**src/rtl/nest_irq_pkg.sv**
```systemverilog
package nest_irq_pkg;
    localparam int unsigned LVL_N = 8;
    localparam int unsigned LVL_W = $clog2(LVL_N);

    typedef struct packed {
        logic [LVL_N-1:0] pend;
        logic [LVL_N-1:0] act;
    } irq_state_t;
endpackage

```
**src/rtl/nest_irq_prio.sv**
```systemverilog
module nest_irq_prio #(
    parameter  int unsigned W  = 8,
    localparam int unsigned IW = $clog2(W)
) (
    input  logic [W-1:0]  bits_i,
    output logic          any_o,
    output logic [IW-1:0] idx_o
);
    // highest set bit wins: scanning upward lets later hits overwrite
    always_comb begin
        any_o = |bits_i;
        idx_o = '0;
        for (int i = 0; i < int'(W); i++) begin
            if (bits_i[i]) idx_o = IW'(i);
        end
    end
endmodule

```
**src/rtl/nest_irq_vtab.sv**
```systemverilog
module nest_irq_vtab #(
    parameter  int unsigned N    = 8,
    parameter  int unsigned VW   = 12,
    parameter  int unsigned BASE = 64,
    parameter  int unsigned STEP = 8,
    localparam int unsigned IW   = $clog2(N)
) (
    input  logic [IW-1:0] lvl_i,
    output logic [VW-1:0] vec_o
);
    logic [VW-1:0] tab [N];

    for (genvar g = 0; g < int'(N); g++) begin : g_entry
        assign tab[g] = VW'(BASE + g * STEP);
    end

    assign vec_o = tab[lvl_i];
endmodule

```
**src/rtl/nest_irq_ctrl.sv**
```systemverilog
module nest_irq_ctrl
    import nest_irq_pkg::*;
#(
    parameter int unsigned VEC_W    = 12,
    parameter int unsigned VEC_BASE = 64,
    parameter int unsigned VEC_STEP = 8
) (
    input  logic             clk,
    input  logic             rst,
    input  logic [LVL_N-1:0] req_i,
    input  logic             cyc_stb_i,
    input  logic             io_cyc_i,
    input  logic             gie_i,
    input  logic             ack_i,
    input  logic             rti_i,
    output logic             irq_o,
    output logic [LVL_W-1:0] lvl_o,
    output logic [VEC_W-1:0] vec_o
);
    irq_state_t       st_d, st_q;
    logic             hp_any, ha_any, eligible, irq_w;
    logic [LVL_W-1:0] hp_idx, ha_idx;
    logic [LVL_N-1:0] smp_mask, clr_mask, set_mask;

    nest_irq_prio #(.W(LVL_N)) u_pend_prio (
        .bits_i (st_q.pend),
        .any_o  (hp_any),
        .idx_o  (hp_idx)
    );

    nest_irq_prio #(.W(LVL_N)) u_act_prio (
        .bits_i (st_q.act),
        .any_o  (ha_any),
        .idx_o  (ha_idx)
    );

    nest_irq_vtab #(
        .N    (LVL_N),
        .VW   (VEC_W),
        .BASE (VEC_BASE),
        .STEP (VEC_STEP)
    ) u_vtab (
        .lvl_i (hp_idx),
        .vec_o (vec_o)
    );

    always_comb begin
        eligible = hp_any && (!ha_any || (hp_idx > ha_idx));
        irq_w    = gie_i && eligible;
    end

    assign irq_o = irq_w;
    assign lvl_o = hp_idx;

    always_comb begin
        smp_mask  = (cyc_stb_i && !io_cyc_i) ? req_i : '0;
        clr_mask  = (rti_i && ha_any) ? (LVL_N'(1) << ha_idx) : '0;
        set_mask  = (ack_i && irq_w)  ? (LVL_N'(1) << hp_idx) : '0;
        st_d      = st_q;
        // retire first, then merge fresh samples so a same-cycle request survives
        st_d.pend = (st_q.pend & ~clr_mask) | smp_mask;
        st_d.act  = (st_q.act  & ~clr_mask) | set_mask;
        if (rst) st_d = '0;
    end

    always_ff @(posedge clk) begin
        st_q <= st_d;
    end

    // reset leaves no request behind
    p_reset_clear_r1: assert property (@(posedge clk)
        rst |=> (st_q == '0) && !irq_o);

    // a sampled line lands in the pending register
    p_sample_r2: assert property (@(posedge clk) disable iff (rst)
        (cyc_stb_i && !io_cyc_i) |=> ((st_q.pend & $past(req_i)) == $past(req_i)));

    // without a sampling cycle, no pending bit can appear
    p_no_sample_r3: assert property (@(posedge clk) disable iff (rst)
        !(cyc_stb_i && !io_cyc_i) |=> ((st_q.pend & ~$past(st_q.pend)) == '0));

    // a request must outrank every level in service
    p_outrank_r4: assert property (@(posedge clk) disable iff (rst)
        irq_o |-> st_q.pend[lvl_o] && ((st_q.act >> lvl_o) == '0));

    // a cleared enable blocks the request
    p_gie_block_r5: assert property (@(posedge clk) disable iff (rst)
        !gie_i |-> !irq_o);

    // the presented level is the top pending one
    p_highest_r6: assert property (@(posedge clk) disable iff (rst)
        irq_o |-> ((st_q.pend >> lvl_o) == LVL_N'(1)));

    // an accepted acknowledge marks the level active
    p_ack_sets_r8: assert property (@(posedge clk) disable iff (rst)
        (ack_i && irq_o) |=> st_q.act[$past(lvl_o)]);

    // a return retires the top active level
    p_rti_clears_r9: assert property (@(posedge clk) disable iff (rst)
        (rti_i && (st_q.act != '0)) |=> !st_q.act[$past(ha_idx)]);

    // a stray acknowledge leaves the in-service set alone
    p_stray_ack_r11: assert property (@(posedge clk) disable iff (rst)
        (ack_i && !irq_o && !rti_i) |=> $stable(st_q.act));

    // a return with nothing active changes nothing but sampling
    p_idle_rti_r12: assert property (@(posedge clk) disable iff (rst)
        (rti_i && (st_q.act == '0) && !ack_i) |=> (st_q.act == '0));
endmodule

```
**config.mk**
```make
export PLATFORM = sky130hd
export DESIGN_NAME = nest_irq_ctrl
export DESIGN_NICKNAME = d
export VERILOG_FILES = /design/src/rtl/nest_irq_pkg.sv /design/src/rtl/nest_irq_prio.sv /design/src/rtl/nest_irq_vtab.sv /design/src/rtl/nest_irq_ctrl.sv
export SDC_FILE = /design/constraint.sdc
export NUM_CORES = 1
export LEC_CHECK = 0
export CAP_MARGIN = 0
export CORE_UTILIZATION = 42
export DETAILED_ROUTE_END_ITERATION = 8
export MAX_ROUTING_LAYER = met4
export PLACE_DENSITY_LB_ADDON = 0.2
export SLEW_MARGIN = 10
export SYNTH_ARGS = -nofsm -noshare
export SYNTH_HDL_FRONTEND = slang
export SYNTH_SLANG_ARGS = --single-unit
```
**constraint.sdc**
```tcl
create_clock -name clk -period 2.2 [get_ports clk]
set_input_delay 0.22 -clock clk [delete_from_list [all_inputs] [get_ports clk]]
set_output_delay 0.22 -clock clk [all_outputs]
set_load 0.03 [all_outputs]
```
# After elaboration in Yosys (flattened, before gate mapping)
# Memory sizes are Yosys's and may differ from the RTL's.
# Index checks and enable logic that the tools add are counted.
dict set report word_totals {
  ff_bits 16
  mem_bits_ro 96
  inputBits 15
  out_inout_bits 16
  wordCells 42
  n_memories 1
}
# name depth width rd rd_ports_with_merged_regs write_ports line
set memory_table {}
lappend memory_table {{(no name shown)} 8 12 1 0 0 nest_irq_vtab.sv:17} ;# assign vec_o = tab[lvl_i];
dict set report op_classes {
  n_lt_le_gt_ge 2
  shifts 2
  n_mux 19
  n_bitwise 6
  reduce_logical 10
}
# op count
set ops {}
lappend ops {{$mux 12} 2}
lappend ops {{$mux 3} 8}
lappend ops {{$mux 8} 3}
lappend ops {{$and 8x8->8} 2}
lappend ops {{$or 8x8->8} 2}
lappend ops {{$reduce_or 8->1} 2}
lappend ops {{$shl 1x3->8 const A} 2}
lappend ops {{$mux 2} 4}
lappend ops {{$not 8->8} 1}
lappend ops {{$logic_and 1x1->1} 5}
lappend ops {{$ge 4x4->1 const B} 1}
lappend ops {{$not 3->4} 1}
lappend ops {{$gt 3x3->1} 1}
lappend ops {{$logic_not 1->1} 2}
lappend ops {{$mux 1} 2}
lappend ops {{$logic_or 1x1->1} 1}

# Logic depth before layout (Yosys ltp)
dict set report logic_depth {
  word_depth 14
  ltp_mapped 11
  depth_no_buf 11
}

# By module
# A second synthesis with hierarchy kept.
dict set report hier_totals {
  cells_unflattened 140
  area_unflattened_um2 1086.0
}
# mod instances cells_per_inst area_each_um2 seq_area_each_um2
set modules_own_cells {}
lappend modules_own_cells {nest_irq_ctrl 1 102 855.8 320.3}
lappend modules_own_cells {nest_irq_prio 2 12 66.3 0.0}
lappend modules_own_cells {nest_irq_vtab 1 14 97.6 0.0}

# Worst setup path after synthesis
# Ideal clock, no wire load.
dict set report synth_timing {
  kind {register to output}
  startpoint {register st_q[10] (netlist name)}
  endpoint {output irq_o}
  t_arrival_ps 2238
  required_time_ps 1980
  slack_ps -258
  stages_incl_launch_ff 12
  path_buffers 0
  path_cell_list {dfxtp_1 > inv_1 > a21oi_1 > o31ai_1 > or2_2 > inv_1 > ha_1 > nor2_1 > nand2_1 > o21ai_0 > a311oi_4 > nor2_1}
}
dict set report synth_between {
  elab_chain_len 10
  word_cells_on_any_way 11
  classes_between {order compare (1); mux (6); reduce/logical (4)}
}
# element line
set synth_rtl {}
lappend synth_rtl {{start: declaration} nest_irq_ctrl.sv:20} ;# irq_state_t st_d, st_q;
lappend synth_rtl {{start signal: assignment} nest_irq_ctrl.sv:67} ;# st_q <= st_d;
lappend synth_rtl {{$mux 2 (2 in series)} nest_irq_prio.sv:14} ;# if (bits_i[i]) idx_o = IW'(i);
lappend synth_rtl {{$mux 3 (4 in series)} nest_irq_prio.sv:14}
lappend synth_rtl {{net lvl_o[0]} nest_irq_ctrl.sv:17} ;# output logic [LVL_W-1:0] lvl_o,
lappend synth_rtl {{$gt 3x3->1} nest_irq_ctrl.sv:48} ;# eligible = hp_any && (!ha_any || (hp_idx > ha_idx));
lappend synth_rtl {{$logic_or 1x1->1} nest_irq_ctrl.sv:48}
lappend synth_rtl {{$logic_and 1x1->1} nest_irq_ctrl.sv:48}
lappend synth_rtl {{$logic_and 1x1->1} nest_irq_ctrl.sv:49} ;# irq_w = gie_i && eligible;
lappend synth_rtl {{end: declaration} nest_irq_ctrl.sv:16} ;# output logic irq_o,
# The timed path passes the listed nets, and every way through them passes these cells.

# Worst setup path after layout
dict set report layout_timing {
  startpoint {register st_q[10] (netlist name)}
  endpoint {output irq_o}
}
dict set report layout_between {
  elab_chain_len 10
  word_cells_on_any_way 11
  classes_between {order compare (1); mux (6); reduce/logical (4)}
}
# element line
set layout_rtl {}
lappend layout_rtl {{$mux 2 (2 in series)} nest_irq_prio.sv:14}
lappend layout_rtl {{$mux 3 (4 in series)} nest_irq_prio.sv:14}
lappend layout_rtl {{$gt 3x3->1} nest_irq_ctrl.sv:48}
lappend layout_rtl {{$logic_or 1x1->1} nest_irq_ctrl.sv:48}
lappend layout_rtl {{$logic_and 1x1->1 *} nest_irq_ctrl.sv:48}
lappend layout_rtl {{$logic_and 1x1->1 *} nest_irq_ctrl.sv:49}
# Every way passes the cells marked *; elsewhere a longest branch is shown, timed or not.

==> summary.txt <==
Hold path
  • Hold crit path type: in -> reg

Layout
  • Combined area of the multi-input logic cells: 726 um^2
  • Flip-flop count of the largest register after layout: 16
  • Area taken by flip-flops and latches: 324 um^2
  • Layout cell share with drive strength beyond 1: 0.364
  • Fillcell total: 217
  • ANT cells: 0
  • P&R area growth vs syn: 46.4%
  • Final #Nets: 202
  • Largest register by flop count: st_q
  • Top flop regs: st_q x16

Pwr
  • Fraction of power consumed by sequential logic: 0.368
  • Power per cell area: 525 nW/um^2
  • Switching share of power: 0.339
  • Cell-internal power: 555 uW
  • P_leak: 0.678 nW
  • Worst vdd ir: 0.000385 V
  • Combinational group share of total power: 0.394
  • Power spent charging and discharging nets: 285 uW
  • Clock power frac: 0.238

Timing
  • Final Cycle Share: 1.10
  • Hold slack: 0.461 ns
  • Number of hold violations in the final report: 0
  • Highest Clock Rate: 0.414 GHz
  • Final setup viols: 1
  • Slew Viols, Final: 0
  • Relative slew margins: 0.640
  • Setup skew after layout: 0.000449 ns
  • Post-route minimum period: 2.42 ns
  • Least-Margin Pin Slew: 0.539 ns
  • Setup repair after global routing missed its margin: yes
  • Least setup slack across all paths after layout: -0.218 ns

Logic synthesis
  • Synth Area in Simple Gates: 0.307
  • Sequential cell area fraction in the yosys report: 0.293
  • Area fraction in compound gates after synthesis: 0.216
  • Top FF cell, synth: sky130_fd_sc_hd__dfxtp_1
  • Leading cell types by count after synthesis: sky130_fd_sc_hd__dfxtp_1 (16), sky130_fd_sc_hd__nand2_1 (16), sky130_fd_sc_hd__nor2_1 (14), sky130_fd_sc_hd__buf_4 (13), sky130_fd_sc_hd__o21ai_0 (13)
  • Share of cell area taken by muxes after synthesis: 0
  • Library cell with the largest summed area after synthesis: sky130_fd_sc_hd__dfxtp_1
  • Area share of xor/xnor cells in the synthesized design: 0
  • Post-synth ARST share: 0
  • Yosys Warn Count: 0
  • Arithmetic-cell share of the synthesized area counting full adders, half adders and majority gates: 0.0229
  • Fraction of synthesized cell area taken by the top area cell type: 0.293
  • Syn avg cell area: 7.97 um^2
  • Largest cells by area after synthesis: sky130_fd_sc_hd__dfxtp_1 (29%), sky130_fd_sc_hd__buf_4 (8.9%), sky130_fd_sc_hd__o21ai_0 (6.0%)
  • Flip-flop and latch count after synthesis: 16
  • Dominant combinational cell family by area after synthesis: simple AND/OR/NAND/NOR gates
  • Syn Std Cell Area: 1090 um^2
  • Synth unique cells: 37
  • Post-synth EDFFs: 0
  • Mapped Cells: 137

Floorplan
  • Vertical extent of the die: 53.0 um
  • Standard cell core area: 2480 um^2
  • Overall die area: 2810 um^2
  • Effective utilization at floorplan: 0.441
  • Number of placement rows: 18
  • Width of the die: 53.0 um
  • # IOs: 31

Global route
  • Grt ovf: 0
  • Maximum number of pins on one net before global-route repair: 17
  • Wire length of the first global-routing pass: 4.51 mm
  • Number of global-route vias before repair: 1025
  • Number of antenna violations at the first check in global routing: 0
  • Overall routing resource usage: 0.230

Route
  • Number of nets with antenna violations after detailed routing: 0
  • Routed WL: 2.83 mm
  • WL per Instance: 13.2 um
  • DRC violations left: 0
  • DRT Pass-1 Iters: 4
  • Total vias in the final route: 1127
  • Number of DRC markers in iteration 0: 30
  • Number of vias per cell: 5.27

Worst setup path
  • Type of origin of the critical path: flip-flop
  • Critical Setup Path Class: reg -> out
  • Critical R2R Launch: st_q[10]
  • Capture point of the worst reg-to-reg path: st_q[4]
  • Worst Setup EP: irq_o
  • Setup crit end kind: output pin
  • Number of cells traversed by the worst register-to-register path: 13
  • Data required, critical path: 1.98 ns
  • Maximum fanout along the worst path: 2
  • Worst endpoint data arrival time: 2.20 ns
  • Reg2reg setup slack: 0.03 ns
  • Worst setup startpoint: st_q[10]

Placed design
  • RD Place Congestion: 0.842
  • Total of buffers placed on input and output ports: 21
  • Detail Placement HPWL: 2.10 mm
  • Placement Setup Slack: -0.436 ns

CTS
  • Clock Pin Slew Worst Setup and Hold Paths: 0.09 ns
  • Max clock buf depth: 2
  • CTS tree: yes
  • Worst skew pair latency: 0.30 ns
  • CTS H-tree lvls: 1
  • Clock buffer count from CTS: 3
  • Clock tree root buffer cell: sky130_fd_sc_hd__clkbuf_4
  • Clock sinks: 16

Status
  • Failing checks: negative setup slack
  • Outcome: complete, but fails checks

Job
  • Max Cap Viol: 0
[how the worst min path moves through the flow]
stage,start,to,slack (ns),depth (start not counted)
floorplan,req_i[2],st_q[10],0.35,2
global placement,st_q[8],st_q[8],0.46,2
detailed placement,st_q[8],st_q[8],0.47,2
CTS,req_i[5],st_q[13],0.46,3
global route,req_i[4],st_q[12],0.46,3
finish,req_i[5],st_q[13],0.46,3
[stage by stage]
step / TNS (ns) / util / cell area, um^2 / total power [mW] / std cells
final: -0.218 / 0.645 / 1600 / 0.840 / 214
after global routing: -0.767 / 0.645 / 1600 / 0.888 / 214
after CTS: -0.683 / 0.639 / 1580 / 0.828 / 215
after detailed placement: -0.623 / 0.586 / 1450 / 0.607 / 207
after global placement: -0.552 / 0.586 / 1450 / 0.603 / 207
after floorplan: -0.0504 / - / 1130 / 0.503 / 144
[cells in the final DEF (no fill, tap or decap), types with 2 or more instances in the layout]
cell and n:
sky130_fd_sc_hd__nor2_2 2, sky130_fd_sc_hd__nor2b_1 3, sky130_fd_sc_hd__nand2_1 15, sky130_fd_sc_hd__o21ai_1 3, sky130_fd_sc_hd__clkbuf_4 3, sky130_fd_sc_hd__buf_4 31, sky130_fd_sc_hd__inv_1 7, sky130_fd_sc_hd__inv_2 2
sky130_fd_sc_hd__o41ai_2 2, sky130_fd_sc_hd__dlygate4sd2_1 2, sky130_fd_sc_hd__nor3_1 2, sky130_fd_sc_hd__o31ai_2 2, sky130_fd_sc_hd__dfxtp_2 3, sky130_fd_sc_hd__a21oi_2 2, sky130_fd_sc_hd__nor2_1 12, sky130_fd_sc_hd__a21oi_1 6
sky130_fd_sc_hd__nand3_1 4, sky130_fd_sc_hd__ha_4 2, sky130_fd_sc_hd__conb_1 9, sky130_fd_sc_hd__nand3b_1 4, sky130_fd_sc_hd__clkdlybuf4s50_1 18, sky130_fd_sc_hd__nand2b_1 3, sky130_fd_sc_hd__a22oi_1 2, sky130_fd_sc_hd__dfxtp_1 13
sky130_fd_sc_hd__o21ai_2 4, sky130_fd_sc_hd__o21ai_0 8
[layer usage]
layer  vias up  track usage  routed length [um]
li1        553            -                   -
met1       522        0.279                1210
met2        46        0.388                1420
met3         6       0.0345                 151
met4         0       0.0789                  38
met5         -            -                   0
[power by group through the flow]
stage                     Combinational [mW]  Clock [mW]  Sequential [mW]
final                                  0.331       0.200            0.309
after detailed placement               0.293           0            0.314
after floorplan                        0.188           0            0.315
after global routing                   0.357       0.222            0.310
after CTS                              0.320       0.200            0.309
after global placement                 0.290           0            0.314
[cells by family (layout without fill, tap and decap cells)]
| kind of cell | count (synthesis) | count (layout) |
|---|---|---|
| simple gates | 57 | 57 |
| compound gates | 35 | 35 |
| buf+inv | 25 | 65 |
| flops | 16 | 16 |
| fa+ha+maj | 2 | 2 |
| other cells | 2 | 9 |
[repair_timing]
action,4_1_cts,5_1_grt
buffers inserted,5,0
setup endpoints to repair,10,11
resized for setup,31,4
pin swaps,15,6
hold buffers,0,0
[final cells by class]
class | instances | share of cell area
inverter | 9 | 0.0211
tap | 30 | 0.0235
clock buffer | 4 | 0.0227
sequential | 16 | 0.203
timing repair buffer | 52 | 0.276
multi-input combinational | 103 | 0.454
[critical path, cell delays in order (launching register included)]
cell                       delay, ns
sky130_fd_sc_hd__dfxtp_2        0.34
sky130_fd_sc_hd__inv_2          0.05
sky130_fd_sc_hd__a21oi_2        0.05
sky130_fd_sc_hd__o31ai_2        0.21
sky130_fd_sc_hd__or2_4          0.17
sky130_fd_sc_hd__inv_2          0.04
sky130_fd_sc_hd__ha_4           0.26
sky130_fd_sc_hd__nand2_2        0.05
sky130_fd_sc_hd__a32oi_2        0.17
sky130_fd_sc_hd__o21ai_2        0.10
sky130_fd_sc_hd__a311oi_4       0.28
sky130_fd_sc_hd__nor2_4         0.05
sky130_fd_sc_hd__buf_6          0.14
No activity file was read; power rests on OpenSTA's default activity.
